$ cat src/rtl/seqscript_pkg.sv
package seqscript_pkg;
  parameter int OP_W    = 4;
  parameter int FLAG_N  = 8;
  parameter int FIDX_W  = $clog2(FLAG_N);
  parameter int CMD_W   = 4;
  parameter int FAULT_W = 5;
  parameter int ADDR_W  = 16;
  parameter int DATA_W  = 16;
  parameter int BSEL_W  = 4;
  parameter int EDGES_PER_BUS = 4;
  parameter int EC_W    = $clog2(EDGES_PER_BUS);
  parameter int PHASE_W = DATA_W + EC_W;
  parameter int INSN_W  = OP_W + FIDX_W + CMD_W + FAULT_W + ADDR_W + DATA_W;

  localparam logic [OP_W-1:0] OP_STOP  = 4'd1;
  localparam logic [OP_W-1:0] OP_WAIT  = 4'd2;
  localparam logic [OP_W-1:0] OP_JUMP  = 4'd3;
  localparam logic [OP_W-1:0] OP_SETF  = 4'd4;
  localparam logic [OP_W-1:0] OP_CLRF  = 4'd5;
  localparam logic [OP_W-1:0] OP_WSYNC = 4'd6;
  localparam logic [OP_W-1:0] OP_SKIPT = 4'd7;
  localparam logic [OP_W-1:0] OP_MODE  = 4'd8;
  localparam logic [OP_W-1:0] OP_BSEL  = 4'd9;
  localparam logic [OP_W-1:0] OP_XACT  = 4'd10;

  typedef struct packed {
    logic [OP_W-1:0]    op;
    logic [FIDX_W-1:0]  fidx;
    logic [CMD_W-1:0]   cmd;
    logic [FAULT_W-1:0] fault;
    logic [ADDR_W-1:0]  addr;
    logic [DATA_W-1:0]  data;
  } insn_t;

  // strobes from control to datapath
  typedef struct packed {
    logic              pcWe;
    logic              phaseInc;
    logic              phaseClr;
    logic [FLAG_N-1:0] flagsNext;
    logic              modeVal;
    logic [BSEL_W-1:0] bselVal;
  } ctl_strobe_t;

  // words that consume bus time stop the zero-time chain
  function automatic logic takesTime(input logic [OP_W-1:0] op);
    return (op == OP_STOP) || (op == OP_WAIT) || (op == OP_WSYNC) || (op == OP_XACT);
  endfunction
endpackage

$ cat src/rtl/seqscript_step.sv
module seqscript_step
  import seqscript_pkg::*;
#(
  parameter int PC_W = 5
) (
  input  logic              liveIn,
  input  logic [PC_W-1:0]   pcIn,
  input  logic [FLAG_N-1:0] flagsIn,
  input  logic              modeIn,
  input  logic [BSEL_W-1:0] bselIn,
  input  insn_t             word,
  output logic              liveOut,
  output logic [PC_W-1:0]   pcOut,
  output logic [FLAG_N-1:0] flagsOut,
  output logic              modeOut,
  output logic [BSEL_W-1:0] bselOut
);
  logic [PC_W-1:0] pcInc;
  assign pcInc = pcIn + PC_W'(1);

  always_comb begin
    liveOut  = 1'b0;
    pcOut    = pcIn;
    flagsOut = flagsIn;
    modeOut  = modeIn;
    bselOut  = bselIn;
    if (liveIn && !takesTime(word.op)) begin
      liveOut = 1'b1;
      pcOut   = pcInc;
      unique case (word.op)
        OP_JUMP:  pcOut = word.data[PC_W-1:0];
        OP_SETF:  flagsOut[word.fidx] = 1'b1;
        OP_CLRF:  flagsOut[word.fidx] = 1'b0;
        OP_SKIPT: if (flagsIn[word.fidx]) pcOut = pcInc + PC_W'(1);
        OP_MODE:  modeOut = word.data[0];
        OP_BSEL:  bselOut = word.data[BSEL_W-1:0];
        default:  ;
      endcase
    end
  end
endmodule

$ cat src/rtl/seqscript_dp.sv
module seqscript_dp
  import seqscript_pkg::*;
#(
  parameter int DEPTH = 32,
  parameter int CHAIN = 4,
  parameter int PC_W  = $clog2(DEPTH)
) (
  input  logic              clk,
  input  logic              rst,
  input  logic [PC_W-1:0]   rdAddr [CHAIN],
  output insn_t             rdData [CHAIN],
  input  logic [PC_W-1:0]   pcNext,
  input  ctl_strobe_t       strobe,
  input  logic [FLAG_N-1:0] peerSet,
  input  logic [FLAG_N-1:0] peerClr,
  output logic [PC_W-1:0]   pc,
  output logic [PHASE_W-1:0] phase,
  output logic [EC_W-1:0]   edgeCnt,
  output logic [FLAG_N-1:0] flags,
  output logic              mode,
  output logic [BSEL_W-1:0] bsel
);
  insn_t progMem [DEPTH];

  initial begin
    for (int i = 0; i < DEPTH; i++) progMem[i] = '0;
  end

  for (genvar k = 0; k < CHAIN; k++) begin : g_port
    assign rdData[k] = progMem[rdAddr[k]];
  end

  always_ff @(posedge clk) begin
    if (rst) begin
      pc      <= '0;
      phase   <= '0;
      edgeCnt <= '0;
      flags   <= '0;
      mode    <= 1'b0;
      bsel    <= '0;
    end else begin
      edgeCnt <= edgeCnt + EC_W'(1);
      if (strobe.pcWe) pc <= pcNext;
      if (strobe.phaseClr)      phase <= '0;
      else if (strobe.phaseInc) phase <= phase + PHASE_W'(1);
      flags <= (strobe.flagsNext & ~peerClr) | peerSet;
      mode  <= strobe.modeVal;
      bsel  <= strobe.bselVal;
    end
  end
endmodule

$ cat src/rtl/seqscript_ctl.sv
module seqscript_ctl
  import seqscript_pkg::*;
#(
  parameter int CHAIN = 4,
  parameter int PC_W  = 5
) (
  input  insn_t              rdData [CHAIN],
  output logic [PC_W-1:0]    rdAddr [CHAIN],
  input  logic [PC_W-1:0]    pc,
  input  logic [PHASE_W-1:0] phase,
  input  logic [EC_W-1:0]    edgeCnt,
  input  logic [FLAG_N-1:0]  flags,
  input  logic               mode,
  input  logic [BSEL_W-1:0]  bsel,
  input  logic               txnDone,
  output logic [PC_W-1:0]    pcNext,
  output ctl_strobe_t        strobe,
  output logic               txnValid,
  output logic               endSim
);
  logic              stLive  [CHAIN+1];
  logic [PC_W-1:0]   stPc    [CHAIN+1];
  logic [FLAG_N-1:0] stFlags [CHAIN+1];
  logic              stMode  [CHAIN+1];
  logic [BSEL_W-1:0] stBsel  [CHAIN+1];

  assign stLive[0]  = 1'b1;
  assign stPc[0]    = pc;
  assign stFlags[0] = flags;
  assign stMode[0]  = mode;
  assign stBsel[0]  = bsel;

  for (genvar k = 0; k < CHAIN; k++) begin : g_step
    assign rdAddr[k] = stPc[k];
    seqscript_step #(.PC_W(PC_W)) u_step (
      .liveIn  (stLive[k]),
      .pcIn    (stPc[k]),
      .flagsIn (stFlags[k]),
      .modeIn  (stMode[k]),
      .bselIn  (stBsel[k]),
      .word    (rdData[k]),
      .liveOut (stLive[k+1]),
      .pcOut   (stPc[k+1]),
      .flagsOut(stFlags[k+1]),
      .modeOut (stMode[k+1]),
      .bselOut (stBsel[k+1])
    );
  end

  insn_t head;
  logic  advance;
  logic [PHASE_W-1:0] waitLimit;
  assign head      = rdData[0];
  assign waitLimit = PHASE_W'(head.data) << EC_W;

  always_comb begin
    strobe           = '0;
    strobe.flagsNext = flags;
    strobe.modeVal   = mode;
    strobe.bselVal   = bsel;
    pcNext   = pc + PC_W'(1);
    advance  = 1'b0;
    txnValid = 1'b0;
    endSim   = 1'b0;
    if (!takesTime(head.op)) begin
      strobe.pcWe      = 1'b1;
      strobe.phaseClr  = 1'b1;
      pcNext           = stPc[CHAIN];
      strobe.flagsNext = stFlags[CHAIN];
      strobe.modeVal   = stMode[CHAIN];
      strobe.bselVal   = stBsel[CHAIN];
    end else begin
      unique case (head.op)
        OP_STOP: begin
          endSim  = 1'b1;
          advance = 1'b1;
        end
        OP_WAIT: begin
          if (phase < waitLimit) strobe.phaseInc = 1'b1;
          else                   advance = 1'b1;
        end
        OP_WSYNC: advance = flags[head.fidx] && (edgeCnt == EC_W'(EDGES_PER_BUS - 1));
        default: begin
          txnValid = 1'b1;
          advance  = txnDone;
        end
      endcase
      strobe.pcWe     = advance;
      strobe.phaseClr = advance;
    end
  end
endmodule

$ cat src/rtl/seqscript_top.sv
module seqscript_top
  import seqscript_pkg::*;
#(
  parameter int DEPTH = 32,
  parameter int CHAIN = 4
) (
  input  logic               clk,
  input  logic               rst,
  input  logic               txnDone,
  input  logic [FLAG_N-1:0]  peerSet,
  input  logic [FLAG_N-1:0]  peerClr,
  output logic               txnValid,
  output logic [CMD_W-1:0]   txnCmd,
  output logic [ADDR_W-1:0]  txnAddr,
  output logic [DATA_W-1:0]  txnData,
  output logic [FAULT_W-1:0] txnFault,
  output logic               endSim,
  output logic               busMode,
  output logic [BSEL_W-1:0]  byteSel,
  output logic [FLAG_N-1:0]  syncFlags
);
  localparam int PC_W = $clog2(DEPTH);

  logic [PC_W-1:0]    rdAddr [CHAIN];
  insn_t              rdData [CHAIN];
  logic [PC_W-1:0]    pcNow;
  logic [PC_W-1:0]    pcNext;
  logic [PHASE_W-1:0] phase;
  logic [EC_W-1:0]    edgeCnt;
  ctl_strobe_t        strobe;
  logic [OP_W-1:0]    headOp;

  assign headOp   = rdData[0].op;
  assign txnCmd   = rdData[0].cmd;
  assign txnAddr  = rdData[0].addr;
  assign txnData  = rdData[0].data;
  assign txnFault = rdData[0].fault;

  seqscript_dp #(.DEPTH(DEPTH), .CHAIN(CHAIN), .PC_W(PC_W)) u_dp (
    .clk(clk), .rst(rst), .rdAddr(rdAddr), .rdData(rdData),
    .pcNext(pcNext), .strobe(strobe), .peerSet(peerSet), .peerClr(peerClr),
    .pc(pcNow), .phase(phase), .edgeCnt(edgeCnt), .flags(syncFlags),
    .mode(busMode), .bsel(byteSel)
  );

  seqscript_ctl #(.CHAIN(CHAIN), .PC_W(PC_W)) u_ctl (
    .rdData(rdData), .rdAddr(rdAddr), .pc(pcNow), .phase(phase),
    .edgeCnt(edgeCnt), .flags(syncFlags), .mode(busMode), .bsel(byteSel),
    .txnDone(txnDone), .pcNext(pcNext), .strobe(strobe),
    .txnValid(txnValid), .endSim(endSim)
  );
endmodule

$ cat config.mk
export PLATFORM = sky130hd
export DESIGN_NAME = seqscript_top
export DESIGN_NICKNAME = d
export VERILOG_FILES = /design/src/rtl/seqscript_pkg.sv /design/src/rtl/seqscript_step.sv /design/src/rtl/seqscript_dp.sv /design/src/rtl/seqscript_ctl.sv /design/src/rtl/seqscript_top.sv
export SDC_FILE = /design/constraint.sdc
export NUM_CORES = 1
export LEC_CHECK = 0
export CORE_MARGIN = 2
export CORE_UTILIZATION = 25
export CTS_CLUSTER_SIZE = 28
export DETAILED_ROUTE_END_ITERATION = 16
export DONT_BUFFER_PORTS = 1
export GPL_TIMING_DRIVEN = 0
export HOLD_SLACK_MARGIN = 0.03
export PLACE_DENSITY = 0.38
export SLEW_MARGIN = 20
export SYNTH_ARGS = -nofsm -noshare
export SYNTH_HDL_FRONTEND = slang
export SYNTH_SLANG_ARGS = --single-unit
$ cat constraint.sdc
create_clock -name clk -period 0.8 [get_ports clk]
set_input_delay 0.04 -clock clk [delete_from_list [all_inputs] [get_ports clk]]
set_output_delay 0.04 -clock clk [all_outputs]
set_load 0.03 [all_outputs]
Word-level counts from Yosys, hierarchy flattened:

Cells that the tools add are included.

* reductions and logical operators: 23
* add/sub/neg operators: 0
* divide/modulo/power cells: 0
* multipliers: 0
* eq/ne operators: 32
* order comparisons: 8
* muxes and demuxes: 38
* bitwise logic cells: 15
* shift-type cells: 0

Operators with widths (count)
* one-hot mux 8 bit (2 select lines): 4
* == test 4 x 3 -> 1 bit, both inputs constant: 12
* == test 4 bit, both inputs constant: 12
* bitwise AND 8 bit: 5
* NOT 8 bit: 5
* OR 8 bit: 5
* 2-to-1 mux 8 bit: 4
* 2-to-1 mux 4 bit: 7
* 2-to-1 mux 1 bit: 18
* == test 4 x 1 -> 1 bit, both inputs constant: 4
* == test 4 x 2 -> 1 bit, both inputs constant: 4
* < comparator 3 x 4 -> 1 bit, both inputs constant: 4
* 2-to-1 mux 13 bit: 1
* demux 1 bit (select 3 bit): 4
* >= comparator 3 x 1 -> 1 bit, both inputs constant: 4
* logical OR 1 bit: 12
* logical AND 1 bit: 7
* logical NOT 1 bit: 3
* OR reduction 3 bit: 1

* flip-flop bits (word level): 13
* latch bits: 0
* bits in read-only memories: 0
* RAM bits: 0
* memories kept: 0

Depth between registers and ports, before layout:

* depth in word-level cells: 20
* mapped depth: 2
* depth with buffers taken out: 2

Cells and area by module:

From an unflattened synthesis, not the netlist that was laid out.

* cells, all modules: 874
* area total of the unflattened synthesis: 6915.4 um^2

By module, submodules not included
* seqscript_step: times used 4, cells each 104, area an instance 765.7 um^2, seq. area each 0.0 um^2
* seqscript_dp: times used 1, cells each 354, area an instance 2956.6 um^2, seq. area each 760.7 um^2
* seqscript_ctl: times used 1, cells each 104, area an instance 895.9 um^2, seq. area each 0.0 um^2

Least setup slack after synthesis:

Ideal clock, no wire load.

* kind: flip-flop to flip-flop
* start: register u_dp.flags[0]
* end: register u_dp.flags[0]
* stages on the path, launching flop included: 3
* data arrival time: 708 ps
* period minus slack after synthesis: 774 ps
* setup slack: 26 ps
* library setup time: 66 ps
* cell sequence: dfxtp_1 -> nand2b_4 -> a21oi_2

* longest elaborated chain between the ends: 15

RTL lines
* start, declared: RTL line seqscript_dp.sv:19 `output logic [FLAG_N-1:0] flags,`
* start signal, assigned: RTL line seqscript_dp.sv:46 `flags <= (strobe.flagsNext & ~peerClr) | peerSet;`
* bitwise AND 8 bit (no source line) or OR 8 bit (tied branches)
* one-hot mux 8 bit (2 select lines): RTL line seqscript_step.sv:30 `unique case (word.op)`
* 2-to-1 mux 8 bit: RTL line seqscript_step.sv:27 `if (liveIn && !takesTime(word.op)) begin`
* bitwise AND 8 bit (no source line) or OR 8 bit (tied branches)
* one-hot mux 8 bit (2 select lines): RTL line seqscript_step.sv:30
* 2-to-1 mux 8 bit: RTL line seqscript_step.sv:27
* bitwise AND 8 bit (no source line) or OR 8 bit (tied branches)
* one-hot mux 8 bit (2 select lines): RTL line seqscript_step.sv:30
* 2-to-1 mux 8 bit: RTL line seqscript_step.sv:27
* bitwise AND 8 bit (no source line) or OR 8 bit (tied branches)
* one-hot mux 8 bit (2 select lines): RTL line seqscript_step.sv:30
* 2-to-1 mux 8 bit: RTL line seqscript_step.sv:27
* 2-to-1 mux 13 bit *: RTL line seqscript_ctl.sv:65 `if (!takesTime(head.op)) begin`
* bitwise AND 8 bit *: RTL line seqscript_dp.sv:46
* OR 8 bit *: RTL line seqscript_dp.sv:46

Every way passes the cells marked *; elsewhere a longest branch is shown, timed or not.
A chain may end at the register's enable or synchronous reset.

Worst setup path in the final report:

* start: register u_dp.flags[7]
* end: output port syncFlags[7]

RTL lines
* end, declared: RTL line seqscript_top.sv:20 `output logic [FLAG_N-1:0] syncFlags`

No word-level cell between the ends.

==> metrics.txt <==
outcome finished with violations; failing checks DRC; ranking of synthesized cells by area buf_4 48%, dfxtp_1 21%, nand2b_4 15%; fraction of layout cells with a size suffix above 1 between 50 and 60%; register area around 170 sq um; initial antenna violation count 0; CP Launch Type flip-flop; Cell Rows 19; Regs by FF count u_dp.flags x8; hpwl dp 1.03 mm; Tcrit/Tclk final around 93%; core box area ~2800 sq um; latest clock arrival within the worst-skew pair ~250 ps; Min-Delay Path Depth 3; DRT Pass-1 Iters 11; # diodes 0; first-pass GRT wire length ~1.8 mm; Die Area roughly 3400 sq um; CTS sink cnt 8; number of CTS-inserted buffers 3; Fin. Hold Viols 0; die height around 59 microns; crit path max fanout 2; internal power 869 uW; clk_skew 0 ps; footprint of the multi-input gates roughly 360 sq um; count leader, synth buf_4; DR WL/cell between 7 and 8 microns; proportion of power drawn by the clock network roughly a fifth; Die X 58.6 microns; combinational share of power a little over two fifths; via/cell ratio roughly 2.8; htree depth 1; Synth area leader buf_4; WP depth 0; Layout fillers 280; Setup Fix Bufs, Post-CTS 0; max reg flops 8; TritonCTS clock tree yes; most flop-heavy register u_dp.flags; Post-synth top flop dfxtp_1; Seq/Total Area, Yosys a little over a fifth; Total Routing Usage GR between 6 and 7%; total power draw ~1.5 mW; Overflow after GRT 0; # setup viols final 0; port bufs 0; Clock Path Buffers 2; Max Cap Viol 0; DR iter-0 viols 10; Mapped Area between 700 and 800 sq um; leakage power around 0.69 nW; Synth Register Bits 8; Pins Over Slew Limit 0; Routed Antenna Nets 0; number of global-route vias before repair roughly 430; WP data required between 700 and 800 ps; DRT Wirelength ~1.3 mm; switching share of power 40.6%; Yosys top cell area share between 40% and 50%; root buffer cell clkbuf_4; FFs w/ async S/R, synth 0%; Distinct cells, synth 7; Worst Setup Slack, final about 54 ps; area grow syn2layout 56.0%; syn_area_per_cell ~9.1 sq um; largest net degree at the start of global routing 9; Final Net Count 170; Vias a little over 500; share of power burned in registers a little over a third; Yosys warnings 0; final setup TNS 0 ps; top post-synthesis cells by count 48 x buf_4, 8 x a21oi_2, 8 x dfxtp_1, 8 x inv_1, 8 x nand2b_4; Critical Path AT 710 ps; post-synthesis cell count 82; r2r worst-path depth 2; Post-synth EDFFs 0; Min-Delay Path Class in -> reg; Hold Slack roughly 470 ps; Placement Setup Slack -26.1 ps; gp weighted congestion roughly 0.62; io pins 75; Initial Utilization between 20% and 30%; Peak VDD IR 0.599 mV; number of remaining DRC errors 4; R2R Setup Slk roughly 90 ps; CP Capture Type output pin; sw power a little under 600 uW; Tmin final about 750 ps; critical path class reg -> out; fmax between 1000 and 1500 MHz; RSZ-0062 raised after global routing false; pwr dens 1260 nW/um^2; CTS clock-pin slew for the worst setup and hold paths around 60 ps
==> through the flow <==
stage / cells / utilization (%) / instance area [sq um]
after floorplan: 129 / - / 922
after global placement: 160 / 34.3 / 961
after detailed placement: 160 / 34.3 / 961
after CTS: 180 / 41.5 / 1160
after global routing: 180 / 41.5 / 1160
final: 180 / 41.5 / 1160
==> worst paths after layout <==
check	start	to
max	u_dp.flags[7]	syncFlags[7]
min	peerSet[1]	u_dp.flags[1]
max reg2reg	u_dp.flags[3]	u_dp.flags[3]
min reg2reg	u_dp.flags[1]	u_dp.flags[1]
==> layer usage <==
layer,share of wire [%],up-vias,track usage [%]
met5,0,-,0
met4,0,0,0.974
met3,14,0,4.40
met2,52,42,13.8
met1,35,187,5.86
li1,-,283,-
==> power by group through the flow <==
stage / registers (mW) / clock network (mW) / logic, mW
2_1_floorplan: 0.512 / 0 / 0.553
3_3_place_gp: 0.518 / 0 / 0.559
3_5_place_dp: 0.519 / 0 / 0.561
4_1_cts: 0.516 / 0.330 / 0.628
5_1_grt: 0.520 / 0.345 / 0.674
6_report: 0.516 / 0.309 / 0.638
==> timing repair <==
action | 4_1_cts | 5_1_grt
resized for setup | 8 | 0
setup endpoints to repair | 16 | 0
endpoints found under the hold margin | 8 | 0
hold buffers | 17 | 0
==> layout by cell type (no fill, tap or decap) <==
master	Yosys	final
buf_4	48	48
buf_6	1	1
clkbuf_4	0	3
a21oi_2	8	8
inv_1	8	8
dfxtp_2	0	8
nand2b_4	8	8
dlygate4sd3_1	0	17
conb_1	1	48
==> worst register-to-register path, stage by stage, from the launching register on <==
cell,delay [ps]
dfxtp_2,440
nand2b_4,70
a21oi_2,130
==> cell type report <==
cell class | count | share of cell area [%]
plain buffers | 49 | 31.9
clock buffers | 3 | 1.94
inverters | 8 | 2.58
multi-input cells | 64 | 31.0
flip-flops and latches | 8 | 14.6
well taps | 31 | 3.33
repair buffers | 17 | 14.6
==> kinds of logic (layout without fill, tap and decap cells) <==
| kind of cell | count (synthesis) | in the layout | synth area share, % |
|---|---|---|---|
| DFF | 8 | 8 | 21.5 |
| AOI/OAI and AO/OA | 8 | 8 | 9.40 |
| buffers and inverters | 57 | 77 | 53.9 |
| other | 1 | 48 | 0.503 |
| and+or+nand+nor | 8 | 8 | 14.8 |
Note: power is estimated with default switching activity, not from simulation.
